### config.mk
export PLATFORM = sky130hd
export DESIGN_NAME = e1t1_mapper
export DESIGN_NICKNAME = d
export VERILOG_FILES = /design/src/rtl/e1t1_map_pkg.sv /design/src/rtl/e1t1_frame_pos.sv /design/src/rtl/e1t1_slot_deser.sv /design/src/rtl/e1t1_chan_map.sv /design/src/rtl/e1t1_mapper.sv
export SDC_FILE = /design/constraint.sdc
export NUM_CORES = 1
export LEC_CHECK = 0
export ABC_AREA = 1
export BUFFER_PORTS_ARGS = -buffer_cell sky130_fd_sc_hd__clkbuf_2
export CAP_MARGIN = 20
export CORE_UTILIZATION = 45
export CTS_CLUSTER_DIAMETER = 30
export DETAILED_ROUTE_END_ITERATION = 8
export PLACE_DENSITY = 0.71
export SETUP_SLACK_MARGIN = 0.02
export SYNTH_ARGS = -nofsm -noshare
export SYNTH_HDL_FRONTEND = slang
export SYNTH_SLANG_ARGS = --single-unit
### constraint.sdc
create_clock -name clk -period 1.2 [get_ports clk]
set_input_delay 0.12 -clock clk [delete_from_list [all_inputs] [get_ports clk]]
set_output_delay 0.12 -clock clk [all_outputs]
set_load 0.05 [all_outputs]
### src/rtl/e1t1_map_pkg.sv
package e1t1_map_pkg;

    localparam int E1_SLOTS    = 32;
    localparam int T1_CHANS    = 24;
    localparam int SLOT_BITS   = 8;
    localparam int SIG_BITS    = 4;
    localparam int SLOT_IDX_W  = $clog2(E1_SLOTS);
    localparam int BIT_IDX_W   = $clog2(SLOT_BITS);
    localparam int FRAME_IDX_W = SLOT_IDX_W + BIT_IDX_W;
    localparam int FBIT_SLOT   = 0;

    typedef enum logic [1:0] {
        MAP_STD   = 2'd0,
        MAP_FILL4 = 2'd1,
        MAP_CONT  = 2'd2,
        MAP_RSVD  = 2'd3
    } map_mode_e;

    typedef struct packed {
        logic                  done;
        logic [SLOT_IDX_W-1:0] slot;
        logic [SLOT_BITS-1:0]  data;
        logic [SIG_BITS-1:0]   sig;
    } slot_evt_t;

    // Only the continuous scheme is built; every other code resolves to it.
    function automatic map_mode_e resolve_mode(input logic [1:0] code);
        case (code)
            2'd2:    return MAP_CONT;
            default: return MAP_CONT;
        endcase
    endfunction

    // Timeslot to T1 channel under continuous mapping; 0 means "no channel".
    function automatic logic [SLOT_IDX_W-1:0] cont_channel(input logic [SLOT_IDX_W-1:0] slot);
        if (slot >= SLOT_IDX_W'(1) && slot <= SLOT_IDX_W'(T1_CHANS))
            return slot;
        return '0;
    endfunction

    // Frame index of the bit taken with the sync pulse.
    function automatic logic [FRAME_IDX_W-1:0] sync_index(
        input logic [SLOT_IDX_W-1:0] choff,
        input logic [BIT_IDX_W-1:0]  boff
    );
        return FRAME_IDX_W'(0) - {choff, boff};
    endfunction

endpackage

### src/rtl/e1t1_frame_pos.sv
module e1t1_frame_pos
    import e1t1_map_pkg::*;
#(
    parameter int SLOT_W = SLOT_IDX_W,
    parameter int BIT_W  = BIT_IDX_W
) (
    input  logic                    clk,
    input  logic                    rst,
    input  logic                    bit_en,
    input  logic                    sync_in,
    input  logic [SLOT_W-1:0]       chan_off,
    input  logic [BIT_W-1:0]        bit_off,
    output logic [SLOT_W+BIT_W-1:0] cur_idx,
    output logic                    aligned,
    output logic                    locked
);
    localparam int IDX_W = SLOT_W + BIT_W;

    logic [IDX_W-1:0] pos_q;
    logic             lock_q;
    logic             take_sync;

    assign take_sync = bit_en & sync_in;
    assign cur_idx   = take_sync ? sync_index(chan_off, bit_off) : pos_q;
    assign aligned   = lock_q | take_sync;
    assign locked    = lock_q;

    always_ff @(posedge clk) begin
        if (rst) begin
            pos_q  <= '0;
            lock_q <= 1'b0;
        end else if (bit_en) begin
            pos_q <= cur_idx + IDX_W'(1);
            if (take_sync)
                lock_q <= 1'b1;
        end
    end

    AST_SYNC_LOCKS: assert property (@(posedge clk) disable iff (rst)
        (sync_in && bit_en) |=> lock_q);

    AST_IDLE_HOLDS: assert property (@(posedge clk) disable iff (rst)
        !bit_en |=> ($stable(pos_q) && $stable(lock_q)));

endmodule

### src/rtl/e1t1_slot_deser.sv
module e1t1_slot_deser
    import e1t1_map_pkg::*;
#(
    parameter int SLOT_W = SLOT_IDX_W,
    parameter int BIT_W  = BIT_IDX_W
) (
    input  logic                    clk,
    input  logic                    rst,
    input  logic                    bit_en,
    input  logic                    e1_bit,
    input  logic                    e1_sig,
    input  logic [SLOT_W+BIT_W-1:0] cur_idx,
    input  logic                    aligned,
    output slot_evt_t               evt
);
    logic [SLOT_BITS-1:0] data_q;
    logic [SIG_BITS-1:0]  sig_q;
    logic [SLOT_W-1:0]    slot_q;
    logic                 done_q;
    logic                 last_bit;

    assign last_bit = (cur_idx[BIT_W-1:0] == {BIT_W{1'b1}});

    always_ff @(posedge clk) begin
        if (rst) begin
            data_q <= '0;
            sig_q  <= '0;
            slot_q <= '0;
            done_q <= 1'b0;
        end else begin
            done_q <= bit_en & aligned & last_bit;
            if (bit_en) begin
                data_q <= {data_q[SLOT_BITS-2:0], e1_bit};
                sig_q  <= {sig_q[SIG_BITS-2:0], e1_sig};
                slot_q <= cur_idx[SLOT_W+BIT_W-1:BIT_W];
            end
        end
    end

    assign evt = '{done: done_q, slot: slot_q, data: data_q, sig: sig_q};

    AST_DONE_NEEDS_STROBE: assert property (@(posedge clk) disable iff (rst)
        done_q |-> $past(bit_en));

endmodule

### src/rtl/e1t1_chan_map.sv
module e1t1_chan_map
    import e1t1_map_pkg::*;
(
    input  logic                  clk,
    input  logic                  rst,
    input  slot_evt_t             evt,
    input  logic [1:0]            map_mode,
    input  logic                  locked,
    output logic                  ch_valid,
    output logic [SLOT_IDX_W-1:0] ch_num,
    output logic [SLOT_BITS-1:0]  ch_data,
    output logic [SIG_BITS-1:0]   ch_sig,
    output logic                  fbit_valid,
    output logic                  fbit
);
    map_mode_e             eff_mode;
    logic [SLOT_IDX_W-1:0] chan;

    always_comb begin
        eff_mode = resolve_mode(map_mode);
        case (eff_mode)
            MAP_CONT: chan = cont_channel(evt.slot);
            default:  chan = cont_channel(evt.slot);
        endcase
        ch_valid   = evt.done && (chan != '0);
        ch_num     = ch_valid ? chan : '0;
        ch_data    = ch_valid ? evt.data : '0;
        ch_sig     = ch_valid ? evt.sig : '0;
        fbit_valid = evt.done && (evt.slot == SLOT_IDX_W'(FBIT_SLOT));
        fbit       = fbit_valid & evt.data[0];
    end

    AST_CH_RANGE: assert property (@(posedge clk) disable iff (rst)
        ch_valid |-> (ch_num >= SLOT_IDX_W'(1) && ch_num <= SLOT_IDX_W'(T1_CHANS)));

    AST_NO_EARLY: assert property (@(posedge clk) disable iff (rst)
        (ch_valid || fbit_valid) |-> locked);

    AST_TS_DROP: assert property (@(posedge clk) disable iff (rst)
        (evt.done && evt.slot > SLOT_IDX_W'(T1_CHANS)) |-> (!ch_valid && !fbit_valid));

endmodule

### src/rtl/e1t1_mapper.sv
module e1t1_mapper
    import e1t1_map_pkg::*;
(
    input  logic       clk,
    input  logic       rst,
    input  logic       bit_en,
    input  logic       e1_bit,
    input  logic       e1_sig,
    input  logic       sync_in,
    input  logic [4:0] chan_off,
    input  logic [2:0] bit_off,
    input  logic [1:0] map_mode,
    output logic       ch_valid,
    output logic [4:0] ch_num,
    output logic [7:0] ch_data,
    output logic [3:0] ch_sig,
    output logic       fbit_valid,
    output logic       fbit
);
    logic [FRAME_IDX_W-1:0] cur_idx;
    logic                   aligned;
    logic                   locked;
    slot_evt_t              evt;

    e1t1_frame_pos #(.SLOT_W(SLOT_IDX_W), .BIT_W(BIT_IDX_W)) pos_i (
        .clk      (clk),
        .rst      (rst),
        .bit_en   (bit_en),
        .sync_in  (sync_in),
        .chan_off (chan_off),
        .bit_off  (bit_off),
        .cur_idx  (cur_idx),
        .aligned  (aligned),
        .locked   (locked)
    );

    e1t1_slot_deser #(.SLOT_W(SLOT_IDX_W), .BIT_W(BIT_IDX_W)) deser_i (
        .clk     (clk),
        .rst     (rst),
        .bit_en  (bit_en),
        .e1_bit  (e1_bit),
        .e1_sig  (e1_sig),
        .cur_idx (cur_idx),
        .aligned (aligned),
        .evt     (evt)
    );

    e1t1_chan_map map_i (
        .clk        (clk),
        .rst        (rst),
        .evt        (evt),
        .map_mode   (map_mode),
        .locked     (locked),
        .ch_valid   (ch_valid),
        .ch_num     (ch_num),
        .ch_data    (ch_data),
        .ch_sig     (ch_sig),
        .fbit_valid (fbit_valid),
        .fbit       (fbit)
    );

    AST_ONE_STROBE: assert property (@(posedge clk) disable iff (rst)
        !(ch_valid && fbit_valid));

endmodule

### Word level (Yosys, flattened, before mapping)

Index checks and enable logic that the tools add are counted.

| storage, ports and cells | value |
|---|---|
| register bits after elaboration | 27 |
| bits in latches | 0 |
| bits in writable memories | 0 |
| bits in read-only memories | 0 |
| bits of input ports | 16 |
| logic and storage cells | 29 |
| memories | 0 |

| cells by class | value |
|---|---|
| $add $sub $neg | 2 |
| $mul | 0 |
| div/mod/pow operators | 0 |
| order comparisons | 2 |
| equality and inequality tests | 1 |
| shift operators | 0 |
| multiplexer cells | 7 |
| bitwise operators | 5 |
| reductions and logical operators | 6 |

Operator list:

| kind | count |
|---|---|
| 8-bit two-way mux | 2 |
| 5-bit two-way mux | 3 |
| 8-bit by 1-bit adder with 8-bit output (second input constant) | 1 |
| 1-bit by 8-bit subtractor with 8-bit output (first input constant) | 1 |
| 5-bit by 1-bit >= comparator with 1-bit output (second input constant) | 1 |
| 5-bit <= comparator (second input constant) | 1 |
| 5-bit logical NOT | 1 |
| 5-bit nonzero test | 1 |
| 1-bit bitwise AND | 4 |
| 4-bit two-way mux | 1 |
| 3-bit equality test (second input constant) | 1 |
| 1-bit logical AND | 3 |
| 2-bit AND reduction | 1 |
| 1-bit two-way mux | 1 |
| 1-bit bitwise OR | 1 |

### Depth between registers and ports, before layout

Gate-level depths: netlist (run 1).

| logic depth | value |
|---|---|
| depth in word-level cells | 7 |
| mapped depth | 13 |
| mapped depth without buffers | 13 |

### Hierarchy

Synthesis (run 1) repeated with hierarchy kept, for this count alone.

| unflattened totals | value |
|---|---|
| cells, all modules | 257 |
| area, all modules | 1737.9 um2 |

By module, submodules not included:

| module | instances | cells each | area each (um2) |
|---|---|---|---|
| e1t1_frame_pos | 1 | 129 | 813.3 |
| e1t1_slot_deser | 1 | 83 | 680.7 |
| e1t1_chan_map | 1 | 45 | 244.0 |

### Worst setup path after synthesis (run 1)

Ideal clock, no wire load.

| path | value |
|---|---|
| path type | flip-flop to output port |
| from | register deser_i.slot_q[0] |
| to | output ch_data[0] |
| arrival | 2.132 ns |
| required time | 1.080 ns |
| path slack | -1.052 ns |
| cell stages (with the launch flop) | 7 |
| cell sequence | dfxtp_1 -> o311ai_1 -> nand2_1 -> nor2_2 -> inv_2 -> buf_2 -> nor2_1 |

| on the way | value |
|---|---|
| longest elaborated chain between the ends | 7 |
| elaborated cells between the ends (all ways) | 9 |

Ends and longest elaborated chain:

| item | line | text |
|---|---|---|
| start: declaration | e1t1_slot_deser.sv:18 | `logic [SLOT_W-1:0] slot_q;` |
| start signal: assignment | e1t1_slot_deser.sv:35 | `slot_q <= cur_idx[SLOT_W+BIT_W-1:BIT_W];` |
| 5-bit by 1-bit >= comparator with 1-bit output or 5-bit <= comparator (tied branches) | n/a |  |
| 1-bit logical AND | n/a |  |
| 1-bit two-way mux | e1t1_map_pkg.sv:36 | `if (slot >= SLOT_IDX_W'(1) && slot <= SLOT_IDX_W'(T1_CHANS))` |
| 5-bit two-way mux * | e1t1_map_pkg.sv:38 | `return '0;` |
| 5-bit nonzero test * | e1t1_chan_map.sv:25 | `ch_valid = evt.done && (chan != '0);` |
| 1-bit logical AND * | e1t1_chan_map.sv:25 |  |
| via ch_valid | e1t1_mapper.sv:13 | `output logic ch_valid,` |
| 8-bit two-way mux * | e1t1_chan_map.sv:27 | `ch_data = ch_valid ? evt.data : '0;` |
| end: declaration | e1t1_mapper.sv:15 | `output logic [7:0] ch_data,` |

The timed path passes the listed nets; every way through them passes the cells marked *. The select of a mux whose other input is x is not followed.

### Final worst setup path (run 1)

| path | value |
|---|---|
| from | register deser_i.slot_q[0] |
| to | output ch_num[2] |

| on the way | value |
|---|---|
| longest elaborated chain between the ends | 7 |
| elaborated cells between the ends (all ways) | 9 |

Ends and longest elaborated chain:

| item | line | text |
|---|---|---|
| 5-bit by 1-bit >= comparator with 1-bit output or 5-bit <= comparator (tied branches) | n/a |  |
| 1-bit logical AND | n/a |  |
| 1-bit two-way mux | e1t1_map_pkg.sv:36 |  |
| 5-bit two-way mux * | e1t1_map_pkg.sv:38 |  |
| 5-bit nonzero test | e1t1_chan_map.sv:25 |  |
| 1-bit logical AND | e1t1_chan_map.sv:25 |  |
| 5-bit two-way mux * | e1t1_chan_map.sv:26 | `ch_num = ch_valid ? chan : '0;` |
| end: declaration | e1t1_mapper.sv:14 | `output logic [4:0] ch_num,` |

Every way passes the cells marked *; elsewhere a longest branch is shown, timed or not. The select of a mux whose other input is x is not followed.

==> results summary, run 1 <==
The run finished, with violations left. The checks that failed: negative setup slack. The post-synthesis net count came out at 260. The post-synthesis register bit count came out at 27. The power per unit of standard cell area is 779.5 mW/mm^2. The clock-pin slew of the registers on the worst-case setup and hold paths is 160 ps. The clock tree skew after final layout is 4.175 ps. The remaining design rule violation count came out at 0. For this run, the detailed router's first-pass iteration total came to 4. The number of nets in the layout came out at 325. The cell area after placement is 0.002086 mm^2.

The internal power came out at 1340 uW. The ratio of routed vias to standard cells is 5.148. The type of the worst setup path is reg2out.

Once detail routing completed, the nets flagged for antenna violations numbered 0. Compared with the post-synthesis result, the final layout area differs by 66.21%. The most crowded layer after global routing is met2. The total die area is 0.003721 mm^2. Setup repair after global routing could not meet its margin everywhere. The final count of hold timing violations came out at 0.

Registers take 555.5 um^2. The weighted congestion at the end of routability-driven global placement is 0.8510. The average routed wire per standard cell came out at 14.10 um. The buffer type at the clock tree root is sky130_fd_sc_hd__clkbuf_4.

The nature of the critical path startpoint is a flop. The library cell occupying the most area in the post-synthesis netlist is sky130_fd_sc_hd__dfxtp_1. The sequential-to-total area share from yosys stat is 0.3450. The largest driver fanout on the critical path is 7. TritonCTS built the clock tree. The iteration-0 DRC count of the detailed router came out at 159. The net switching power came out at 689.6 uW. STA puts the critical path data required time at 1080 ps. The overall routed net length is 4949 um. The post-synthesis cell area came out at 0.001567 mm^2. Setup violations remaining at the end of the flow were counted as 26.

The routing usage on met2 is 0.4851. The number of antenna cells inserted came out at 0. The slowest library cell on the worst path is sky130_fd_sc_hd__dfxtp_4.

By instance count, the cell type seen most on the critical path is sky130_fd_sc_hd__nor2_4. The relative contribution of the clock network to total power came out at 0.220. The clock reaches the later pin of the worst-skew pair after 350 ps.

The power share of the sequential group came out at 0.494. The horizontal die dimension came out at 61 um. Power comes to 2030 uW.

The via count of the first global-routing pass is 1697. The global-route usage over all layers is 0.2680. By area the synthesized netlist is led by sky130_fd_sc_hd__dfxtp_1 35%, sky130_fd_sc_hd__nand2_1 11%, sky130_fd_sc_hd__inv_1 11%.

The detailed placement HPWL is 2613 um. The design area came out at 0.002604 mm^2. Leaving out fill and tap cells, the most frequent cell in the layout is sky130_fd_sc_hd__inv_1. Yosys printed 0 warnings.

The floorplan step set the die height to 61 um. After filler insertion, the fill cell instance count of the layout stands at 231. The signal on the critical path passes through o311ai_4 -> nand2_2 -> nor2_4 -> buf_12 -> inv_12 -> nor2_4 -> buf_8. The critical path capture point type is a primary output. CTS saw 27 sinks. The number of input and output port buffers inserted came out at 33. The multi-input combinational cells in the finished layout cover a total of 0.001067 mm^2.

In the finished design, the share of the clock period the worst path needs comes to 1.650. The max-cap violation count is 0. For met3 alone, demand over resource in global routing was 0.05330. The distinct cell type count after synthesis came out at 29. Of the total power, the share spent switching nets is 0.3398. The I/O pin count came out at 36. The met1 track utilization from global routing came out at 0.3052. The remaining global-route overflow is 0.

The total number of placement rows came out at 21. The pin count of the biggest net entering global routing came out at 36. The achievable clock frequency came out at 0.5049 GHz.

The share of cells above drive strength 1 came out at 0.4426. The max-slew violation count is 0. The static leakage came out at 0.001163 uW. After technology mapping, the gate count stands at 241. The part of the power in combinational logic is 0.286.

The critical path's largest stage delay came out at 400 ps. For the finished layout, the period the worst path requires is 1981 ps. The setup slack on the worst flop-to-flop path is -90 ps.

Each instance of the synthesized netlist takes up on average 6.500 um^2. Of the post-synthesis cell area, the dominant cell type holds 0.3450. The first-pass GRT wire length is 7307 um. The deepest level of the CTS H-tree came out at 1. The transition time at the pin with the least slew margin is 258.3 ps. Across all setup checks in the final design, the least slack found is -780.6 ps. The maximum vdd drop is 941.1 uV.

The effective utilization at floorplan is 0.4694. The placeable core area came out at 0.003337 mm^2. Buffers inserted during clock tree synthesis total 3. The number of antenna violations at the first check in global routing is 0. The buffer levels on the longest clock path came out at 2. In this run the worst hold path is classified as in2reg. The normalized max-slew margin came out at 0.8260. The final core area utilization is 0.7803. In the layout the commonest cells are 38 x sky130_fd_sc_hd__inv_1, 36 x sky130_fd_sc_hd__nand2_1, 27 x sky130_fd_sc_hd__buf_4, 21 x sky130_fd_sc_hd__dfxtp_1. At the worst endpoint, the arrival time is 1860 ps. The total vias in the final route came out at 1807.
==> power groups by stage <==
stage               registers [uW]  clock network [uW]  logic [uW]
global route                  1010                 483         635
detailed placement            1010                   0         453
CTS                            992                 454         507
global placement              1010                   0         445
finish                        1000                 447         580
floorplan                     1000                   0         304
==> metrics by stage <==
stage,worst slack [ps],instances,hold slack [ps],setup TNS (ps)
after floorplan,-562.3,241,192.4,-8754
after global placement,-363.3,336,403.6,-8493
after detailed placement,-406.9,336,409.2,-9121
after CTS,-619.3,348,34.50,-12070
after global routing,-847.7,351,50.40,-16490
final,-780.6,351,45.74,-14430
==> area by class of cell <==
cell class / count / share of cell area
repair inverters: 1 / 0.004325
repair buffers: 68 / 0.2561
clock buffers: 3 / 0.008650
well taps: 46 / 0.02210
inverters: 47 / 0.08217
multi-input cells: 158 / 0.4099
flip-flops and latches: 27 / 0.2134
clock inverters: 1 / 0.003364
==> path summary, 6_finish.rpt <==
check                                 startpoint                          end  cells past startpoint
setup reg to reg     pos_i.pos_q[0]$_SDFFE_PP0P_  pos_i.pos_q[7]$_SDFFE_PP0P_                     10
hold / removal                               rst  pos_i.pos_q[5]$_SDFFE_PP0P_                      2
hold reg to reg      pos_i.pos_q[2]$_SDFFE_PP0P_  pos_i.pos_q[2]$_SDFFE_PP0P_                      2
setup / recovery  deser_i.slot_q[0]$_SDFFE_PP0P_                    ch_num[2]                      7
==> worst max-delay path, delay by kind of cell, from the launching register on <==
family                 cells  cell delay (ps)
flip-flops                 1              400
buffers and inverters      3              360
AND/OR/NAND/NOR            3              420
AO/OA/AOI/OAI              1              320
==> cells in the mapped netlist (all sizes together) <==
library cell,n
a21oi,21
clkbuf,6
nand2,49
xor2,1
nor2,41
buf,3
o311ai,1
o21ai,21
o21bai,1
nand4,2
inv,46
ha,3
clkinv,1
nor3,2
dfxtp,27
nand3,12
o211ai,3
nor4,1
==> cell families after synthesis <==
family,after synthesis,synth area share
xor+xnor,1,0.005592
simple gates,107,0.3051
compound gates,47,0.1685
flops,27,0.3450
buf+inv,56,0.1518
fa+ha+maj,3,0.02396
==> flip-flops by register name (all words and copies together) (netlist names) <==
signal	cells
deser_i.data_q	8
pos_i.pos_q	8
deser_i.slot_q	5
deser_i.sig_q	4
deser_i.done_q	1
pos_i.locked	1
==> routing by layer <==
| layer | up-vias | part of all wire |
|---|---|---|
| met4 | 0 | 0.033 |
| met5 | - | 0 |
| li1 | 885 | - |
| met2 | 57 | 0.53 |
| met1 | 849 | 0.37 |
| met3 | 16 | 0.061 |
==> timing repair <==
| item | 4_1_cts | 5_1_grt |
|---|---|---|
| cloned | 1 | 0 |
| setup endpoints to repair | 26 | 27 |
| resized for setup | 71 | 39 |
| hold buffers | 0 | 0 |
| setup buffers | 7 | 4 |
| pin swaps | 15 | 11 |
No activity file was read; power rests on OpenSTA's default activity.
==> run 2: changes to the inputs <==
TNS_END_PERCENT = 20   (was unset)
==> run 2 against run 1 <==
The run still ends with negative setup slack left. Sequential power about the same. Fmax rose by 3.3%. Critical path depth rose by 1. Die area is the same. Count of clock-buffer cells in the layout stayed put. Global-route usage fell by 3.4 points. Worst setup slack improved by 64 ps. Non-clock buffer count is 4 lower. Worst hold slack improved by 4.7 ps.
==> results summary, run 2 (synthesized netlist as in run 1, its figures left out) <==
The relative contribution of the clock network to total power is 0.226. The worst hold path terminates at deser_i.sig_q[0]$_SDFFE_PP0P_. The final setup violation count came out at 24. The deepest level of the CTS H-tree came out at 1.

36 I/O pins were placed. The number of antenna cells inserted is 0. After detailed routing, the average wire length per cell comes to 12.56 um. In this run the worst hold path is classified as in2reg. The final critical-path required period is 1917 ps. The top cell types in the final layout, fill and taps aside, are 43 x sky130_fd_sc_hd__inv_1, 41 x sky130_fd_sc_hd__nand2_1, 27 x sky130_fd_sc_hd__buf_4, 21 x sky130_fd_sc_hd__dfxtp_1. The region available for standard cell placement spans 0.003337 mm^2. Setup repair after global routing could not meet its margin everywhere. TritonCTS built the clock tree.

At the pin with the least slew margin, the transition time is 338.6 ps. Across the whole layout, storage elements account for 555.5 um^2. The max-slew violation count was 0. The achievable clock frequency came out at 0.5218 GHz. For this configuration, the core starts out at a cell density of 0.4694. The fill cell total of the finished layout came out at 273. The number of buffers created by CTS came out at 3. The design area is 0.002421 mm^2. The analysis attributes to net switching a power of 633.2 uW. The critical path is of the reg2out type. VDD sags by at most 768.8 uV. The clock tree skew after final layout came out at 1.161 ps. The tree is rooted in a sky130_fd_sc_hd__clkbuf_4. In this run the worst path has a maximum fanout of 8. The vertical die dimension came out at 61 um. The ratio of routed vias to standard cells came out at 4.844. The max-cap violation count is 0. The first-pass GRT wire length is 6541 um. The required arrival time at the worst endpoint is 1080 ps. The global-route usage over all layers is 0.2344. The remaining global-route overflow is 0. The final count of hold timing violations came out at 0. Of the total power, the share spent switching nets is 0.3280. The routed design has 4345 um of wire.

The worst setup path is launched from a flop. Before CTS, the worst setup slack after placement is -380.5 ps. The total die area is 0.003721 mm^2.

The via count of the first global-routing pass came out at 1602. The largest registers in the layout are deser_i.data_q x8, pos_i.pos_q x8, deser_i.slot_q x5. The worst register-to-register path ends at pos_i.pos_q[5]$_SDFFE_PP0P_. The total number of placement rows is 21. For met2 alone, demand over resource in global routing was 0.4286. In this run, placement finished with an instance count of 339. The completed layout was analyzed and its total power is 1930 uW.

The detailed placement HPWL is 2628 um. The pin count of the biggest net entering global routing is 36. The power per unit of standard cell area is 797.3 mW/mm^2. The setup TNS after final layout came out at -13670 ps. The placed instances occupy a cell area of 0.002057 mm^2.

The layout-stage area growth over the synthesis result is 54.55%. The first-pass iteration count of the detailed router is 4. The library cell used most frequently in the layout, excluding fill and tap cells, is sky130_fd_sc_hd__inv_1. The horizontal die dimension is 61 um. The clock-pin slew of the registers on the worst-case setup and hold paths is 160 ps. The setup slack on the worst flop-to-flop path is -90 ps. The remaining design rule violation count came out at 0.

In this run the remaining antenna-violating nets after routing total 0. For the worst setup path, the data arrival time is 1800 ps. The share of cells above drive strength 1 is 0.3833. The number of antenna violations at the first check in global routing is 0.

The final layout contains 320 nets. The iteration-0 DRC count of the detailed router is 96. The static leakage is 0.001132 uW. The worst-case setup margin in the final layout is -716.5 ps. The met1 track utilization from global routing is 0.2835.

Of the total power, registers draw 0.518. The source-to-sink clock delay at the later pin of the worst-skew pair is 340 ps. The weighted congestion at the end of routability-driven global placement is 0.8447. The critical path capture point type is a primary output. The total vias in the final route came out at 1676.

The number of non-filler instances in the completed layout is 346. The normalized max-slew margin is 0.7743. The ratio of final minimum period to clock period came out at 1.597.

In this run the critical register-to-register path is launched from pos_i.pos_q[0]$_SDFFE_PP0P_. The part of the power in combinational logic is 0.256. The worst hold path begins at e1_sig.

The flow ran to the end, but the final reports show violations. The internal power came out at 1297 uW. The multi-input combinational cells in the finished layout cover a total of 973.4 um^2. The most crowded layer after global routing is met2. The cell depth of the worst hold path came out at 3.

Counting every sink on the clock net gives 27. The final reports fail on negative setup slack. The number of input and output port buffers inserted is 33. The buffer levels on the longest clock path is 2. The met3 track demand over resource came out at 0.04691. The worst register-to-register path has a depth of 10.
## run 2: cell count changes in the layout (fill, tap and decap cells not counted), moves of 3 or more
cell,change
sky130_fd_sc_hd__buf_6,-4
sky130_fd_sc_hd__inv_1,+5
sky130_fd_sc_hd__nand2_1,+5
sky130_fd_sc_hd__nand2_4,-3
sky130_fd_sc_hd__ha_4,-3
## run 2: layer usage
layer	part of all wire	vias up
li1	-	866
met1	0.41	763
met2	0.53	37
met3	0.034	10
met4	0.023	0
met5	0	-
## run 2: power groups by stage
stage | clock, uW | combinational, uW | sequential [uW]
after floorplan | 0 | 282 | 1000
after global placement | 0 | 416 | 1010
after detailed placement | 0 | 425 | 1010
after CTS | 438 | 432 | 990
after global routing | 474 | 548 | 1010
final | 437 | 493 | 1000
## run 2: final cells by class
| type | count | area share |
|---|---|---|
| clock buffers | 3 | 0.009302 |
| multi-input cells | 158 | 0.4021 |
| clock inverters | 1 | 0.003618 |
| well taps | 46 | 0.02377 |
| repair buffers | 64 | 0.2568 |
| inverters | 47 | 0.07494 |
| flip-flops and latches | 27 | 0.2295 |
## run 2: how the worst max path moves through the flow
stage,startpoint,endpoint,slack (ps)
after floorplan,deser_i.slot_q[2]$_SDFFE_PP0P_,ch_data[0],-560
after global placement,deser_i.slot_q[2]$_SDFFE_PP0P_,ch_data[0],-350
after detailed placement,deser_i.slot_q[2]$_SDFFE_PP0P_,ch_data[0],-380
after CTS,deser_i.slot_q[0]$_SDFFE_PP0P_,ch_data[7],-670
after global routing,deser_i.slot_q[2]$_SDFFE_PP0P_,ch_data[6],-760
final,deser_i.slot_q[4]$_SDFFE_PP0P_,ch_data[0],-720
## run 2: worst max-delay path, cell delays in order (launching register included)
cell,delay (ps)
sky130_fd_sc_hd__dfxtp_4,390
sky130_fd_sc_hd__nor4_4,330
sky130_fd_sc_hd__nand2_2,130
sky130_fd_sc_hd__nand2_2,110
sky130_fd_sc_hd__nor2_4,60
sky130_fd_sc_hd__inv_4,80
sky130_fd_sc_hd__buf_12,160
sky130_fd_sc_hd__nor2_4,50
sky130_fd_sc_hd__buf_8,150
## run 2: timing repair
action | in CTS | in global routing
hold buffers | 0 | 0
setup endpoints to repair | 26 | 26
buffers inserted | 0 | 3
pin swaps | 6 | 6
gates resized for setup | 47 | 44
## run 2: metrics by stage
| step | utilization | hold slack, ps |
|---|---|---|
| 2_1_floorplan | - | 192.4 |
| 3_3_place_gp | 0.6164 | 403.7 |
| 3_5_place_dp | 0.6164 | 415.8 |
| 4_1_cts | 0.6824 | 44.74 |
| 5_1_grt | 0.7255 | 58.27 |
| 6_report | 0.7255 | 50.45 |
==> run 3: changes to the inputs <==
CORE_UTILIZATION = 42   (was 45)
PLACE_DENSITY = unset   (was 0.71)
PLACE_DENSITY_LB_ADDON = 0.15   (was unset)
==> run 3 against run 2 <==
The run still ends with negative setup slack left. Via count shrank 5.4%. Critical path depth fell by 2. Design area decreased by 6.1%. Power increased by 2.7%. Clock skew up 6.4 ps. Combinational power is 12% lower.
==> results summary, run 3 (synthesized netlist as in run 1, its figures left out) <==
The flow ran to the end, but the final reports show violations. The final reports fail on negative setup slack. The average routed wire per standard cell is 10.64 um.

Data arrives at the worst endpoint at 1610 ps. The global-route usage over all layers came out at 0.1916. The share of cells above drive strength 1 is 0.3447. The worst setup path is captured at a primary output. The worst-case setup margin in the final layout came out at -533.3 ps. In this run, post-CTS hold repair placed 0 buffers.

The tool flagged a number of max-cap violations equal to 0. The number of antenna violations at the first check in global routing is 0. The placeable core area came out at 0.003442 mm^2. Setup repair after global routing could not meet its margin everywhere. The clock-pin slew of the registers on the worst-case setup and hold paths is 90 ps. The final setup violation count came out at 24. The static leakage is 0.001070 uW. In this run the number of H-tree levels came out at 1.

Once detail routing completed, the nets flagged for antenna violations numbered 0. Along the worst path, the maximum fanout reaches 14. The transition time at the pin with the least slew margin is 327.1 ps.

The buffer type at the clock tree root is sky130_fd_sc_hd__clkbuf_8. The ratio of routed vias to standard cells is 4.678. Pin placement for this block handled 36 I/O pins. The max-slew violation count is 0.

Buffers placed on the I/O ports in this run total 33. The detailed router placed 1586 vias in this run. The largest registers in the layout are deser_i.data_q x8, pos_i.pos_q x8, deser_i.slot_q x5. The cell depth of the worst hold path came out at 2. The number of non-filler instances in the completed layout came out at 339.

The iteration-0 DRC count of the detailed router is 90. The final core area utilization is 0.6601. The total number of placement rows is 21. The achievable clock frequency is 0.5769 GHz. 0 antenna diodes ended up in the layout. The path category of the worst min-delay check is in2reg.

From bottom edge to top edge, the die measures 63.07 um. The design area came out at 0.002272 mm^2. The final critical-path required period is 1733 ps.

After global routing the overflow that remains totals 0. VDD sags by at most 778.5 uV. The via count of the first global-routing pass came out at 1435. The worst reg-to-reg path cell count came out at 10. Summing all placed instances gives a cell area of 0.002014 mm^2. CTS saw 27 sinks. The pin count of the biggest net entering global routing came out at 36. For the worst setup path, the data required time is 1080 ps.

The nature of the critical path startpoint is a flop. TritonCTS built the clock tree. The effective utilization at floorplan is 0.4551. The longest clock path from root to sink contains 2 buffers. For this run, design rule violations remaining after detail routing come to 0. On the final layout, the worst clock skew is 7.530 ps. The critical path is of the reg2out type. The overall routed net length is 3606 um. The layout-stage area growth over the synthesis result is 45.05%. For this run, the post-layout net count is 313.

The number of buffers created by CTS is 3. The first-pass iteration count of the detailed router came out at 5. The number of placed cells counting well taps is 335. The floorplan step set the die width to 63.07 um. The final count of hold timing violations came out at 0. Detailed placement finished with a half-perimeter wire length of 2496 um. Routability-driven placement finished with a final weighted congestion of 0.8044. The source-to-sink clock delay at the later pin of the worst-skew pair is 280 ps. The first-pass GRT wire length came out at 6072 um. The total die area came out at 0.003978 mm^2. Dividing the final minimum period by the clock period gives 1.444. Leaving out fill and tap cells, the most frequent cells in the layout are 44 x sky130_fd_sc_hd__inv_1, 44 x sky130_fd_sc_hd__nand2_1, 24 x sky130_fd_sc_hd__buf_4, 23 x sky130_fd_sc_hd__dfxtp_1, 21 x sky130_fd_sc_hd__clkbuf_8. The normalized max-slew margin is 0.7819. The power per unit of standard cell area came out at 872.4 mW/mm^2.
==> run 3: cell types whose count changed in the layout (fill, tap and decap cells not counted), moves of 3 or more <==
cell,delta
sky130_fd_sc_hd__clkbuf_8,+21
sky130_fd_sc_hd__nand2_2,-3
sky130_fd_sc_hd__dfxtp_4,-3
sky130_fd_sc_hd__nor2_2,+4
sky130_fd_sc_hd__buf_8,-19
sky130_fd_sc_hd__nor2_4,-5
sky130_fd_sc_hd__buf_4,-3
sky130_fd_sc_hd__nand2_1,+3
sky130_fd_sc_hd__buf_6,-3
==> run 3: timing repair <==
item,in CTS,in global routing
buffers inserted,0,0
pin swaps,4,1
endpoints found under the setup margin,25,27
gates resized for setup,44,8
==> run 3: final cells by class <==
class / count / area, um^2
flip-flops and latches: 27 / 545.5
multi-input cells: 158 / 917.1
fillers: 301 / 1170
well taps: 46 / 57.56
inverters: 47 / 186.4
clock inverters: 1 / 8.758
repair buffers: 57 / 515.5
clock buffers: 3 / 41.29
==> run 3: worst max-delay path, stage by stage (launching register included) <==
cell and delay [ps]:
sky130_fd_sc_hd__dfxtp_2 360, sky130_fd_sc_hd__o311ai_4 280, sky130_fd_sc_hd__nand2_2 110, sky130_fd_sc_hd__nor2_4 160, sky130_fd_sc_hd__inv_8 110, sky130_fd_sc_hd__nor2_4 120, sky130_fd_sc_hd__clkbuf_8 180
==> run 3: through the flow <==
step	setup WS [ps]	total power, uW	TNS (ps)	hold WS [ps]
2_1_floorplan	-562.4	1283	-9536	192.4
3_3_place_gp	-353.6	1424	-7724	394.6
3_5_place_dp	-392.2	1430	-8401	405.1
4_1_cts	-551.4	1981	-10440	108.0
5_1_grt	-666.4	2100	-13490	106.1
6_report	-533.3	1982	-10180	117.2
==> run 3: routing by layer <==
layer  track usage  vias to the layer above  share of wire
met3       0.03986                        6          0.034
met4       0.04651                        0          0.016
met5             0                        -              0
li1              -                      857              -
met2        0.3441                       31           0.49
met1        0.2292                      692           0.46
==> run 3: worst paths after layout <==
| check | start | slack, ps | to |
|---|---|---|---|
| max | deser_i.slot_q[2]$_SDFFE_PP0P_ | -530 | ch_data[0] |
| min | rst | 120 | pos_i.pos_q[5]$_SDFFE_PP0P_ |
| max reg2reg | pos_i.pos_q[0]$_SDFFE_PP0P_ | -80 | pos_i.pos_q[6]$_SDFFE_PP0P_ |
| min reg2reg | pos_i.pos_q[2]$_SDFFE_PP0P_ | 470 | pos_i.pos_q[2]$_SDFFE_PP0P_ |
==> run 3: power by group <==
part	switching [uW]	internal, uW	total, uW
Clock	307	244	551
Combinational	253	182	435
Sequential	37.4	959	997
Total	597	1390	1980
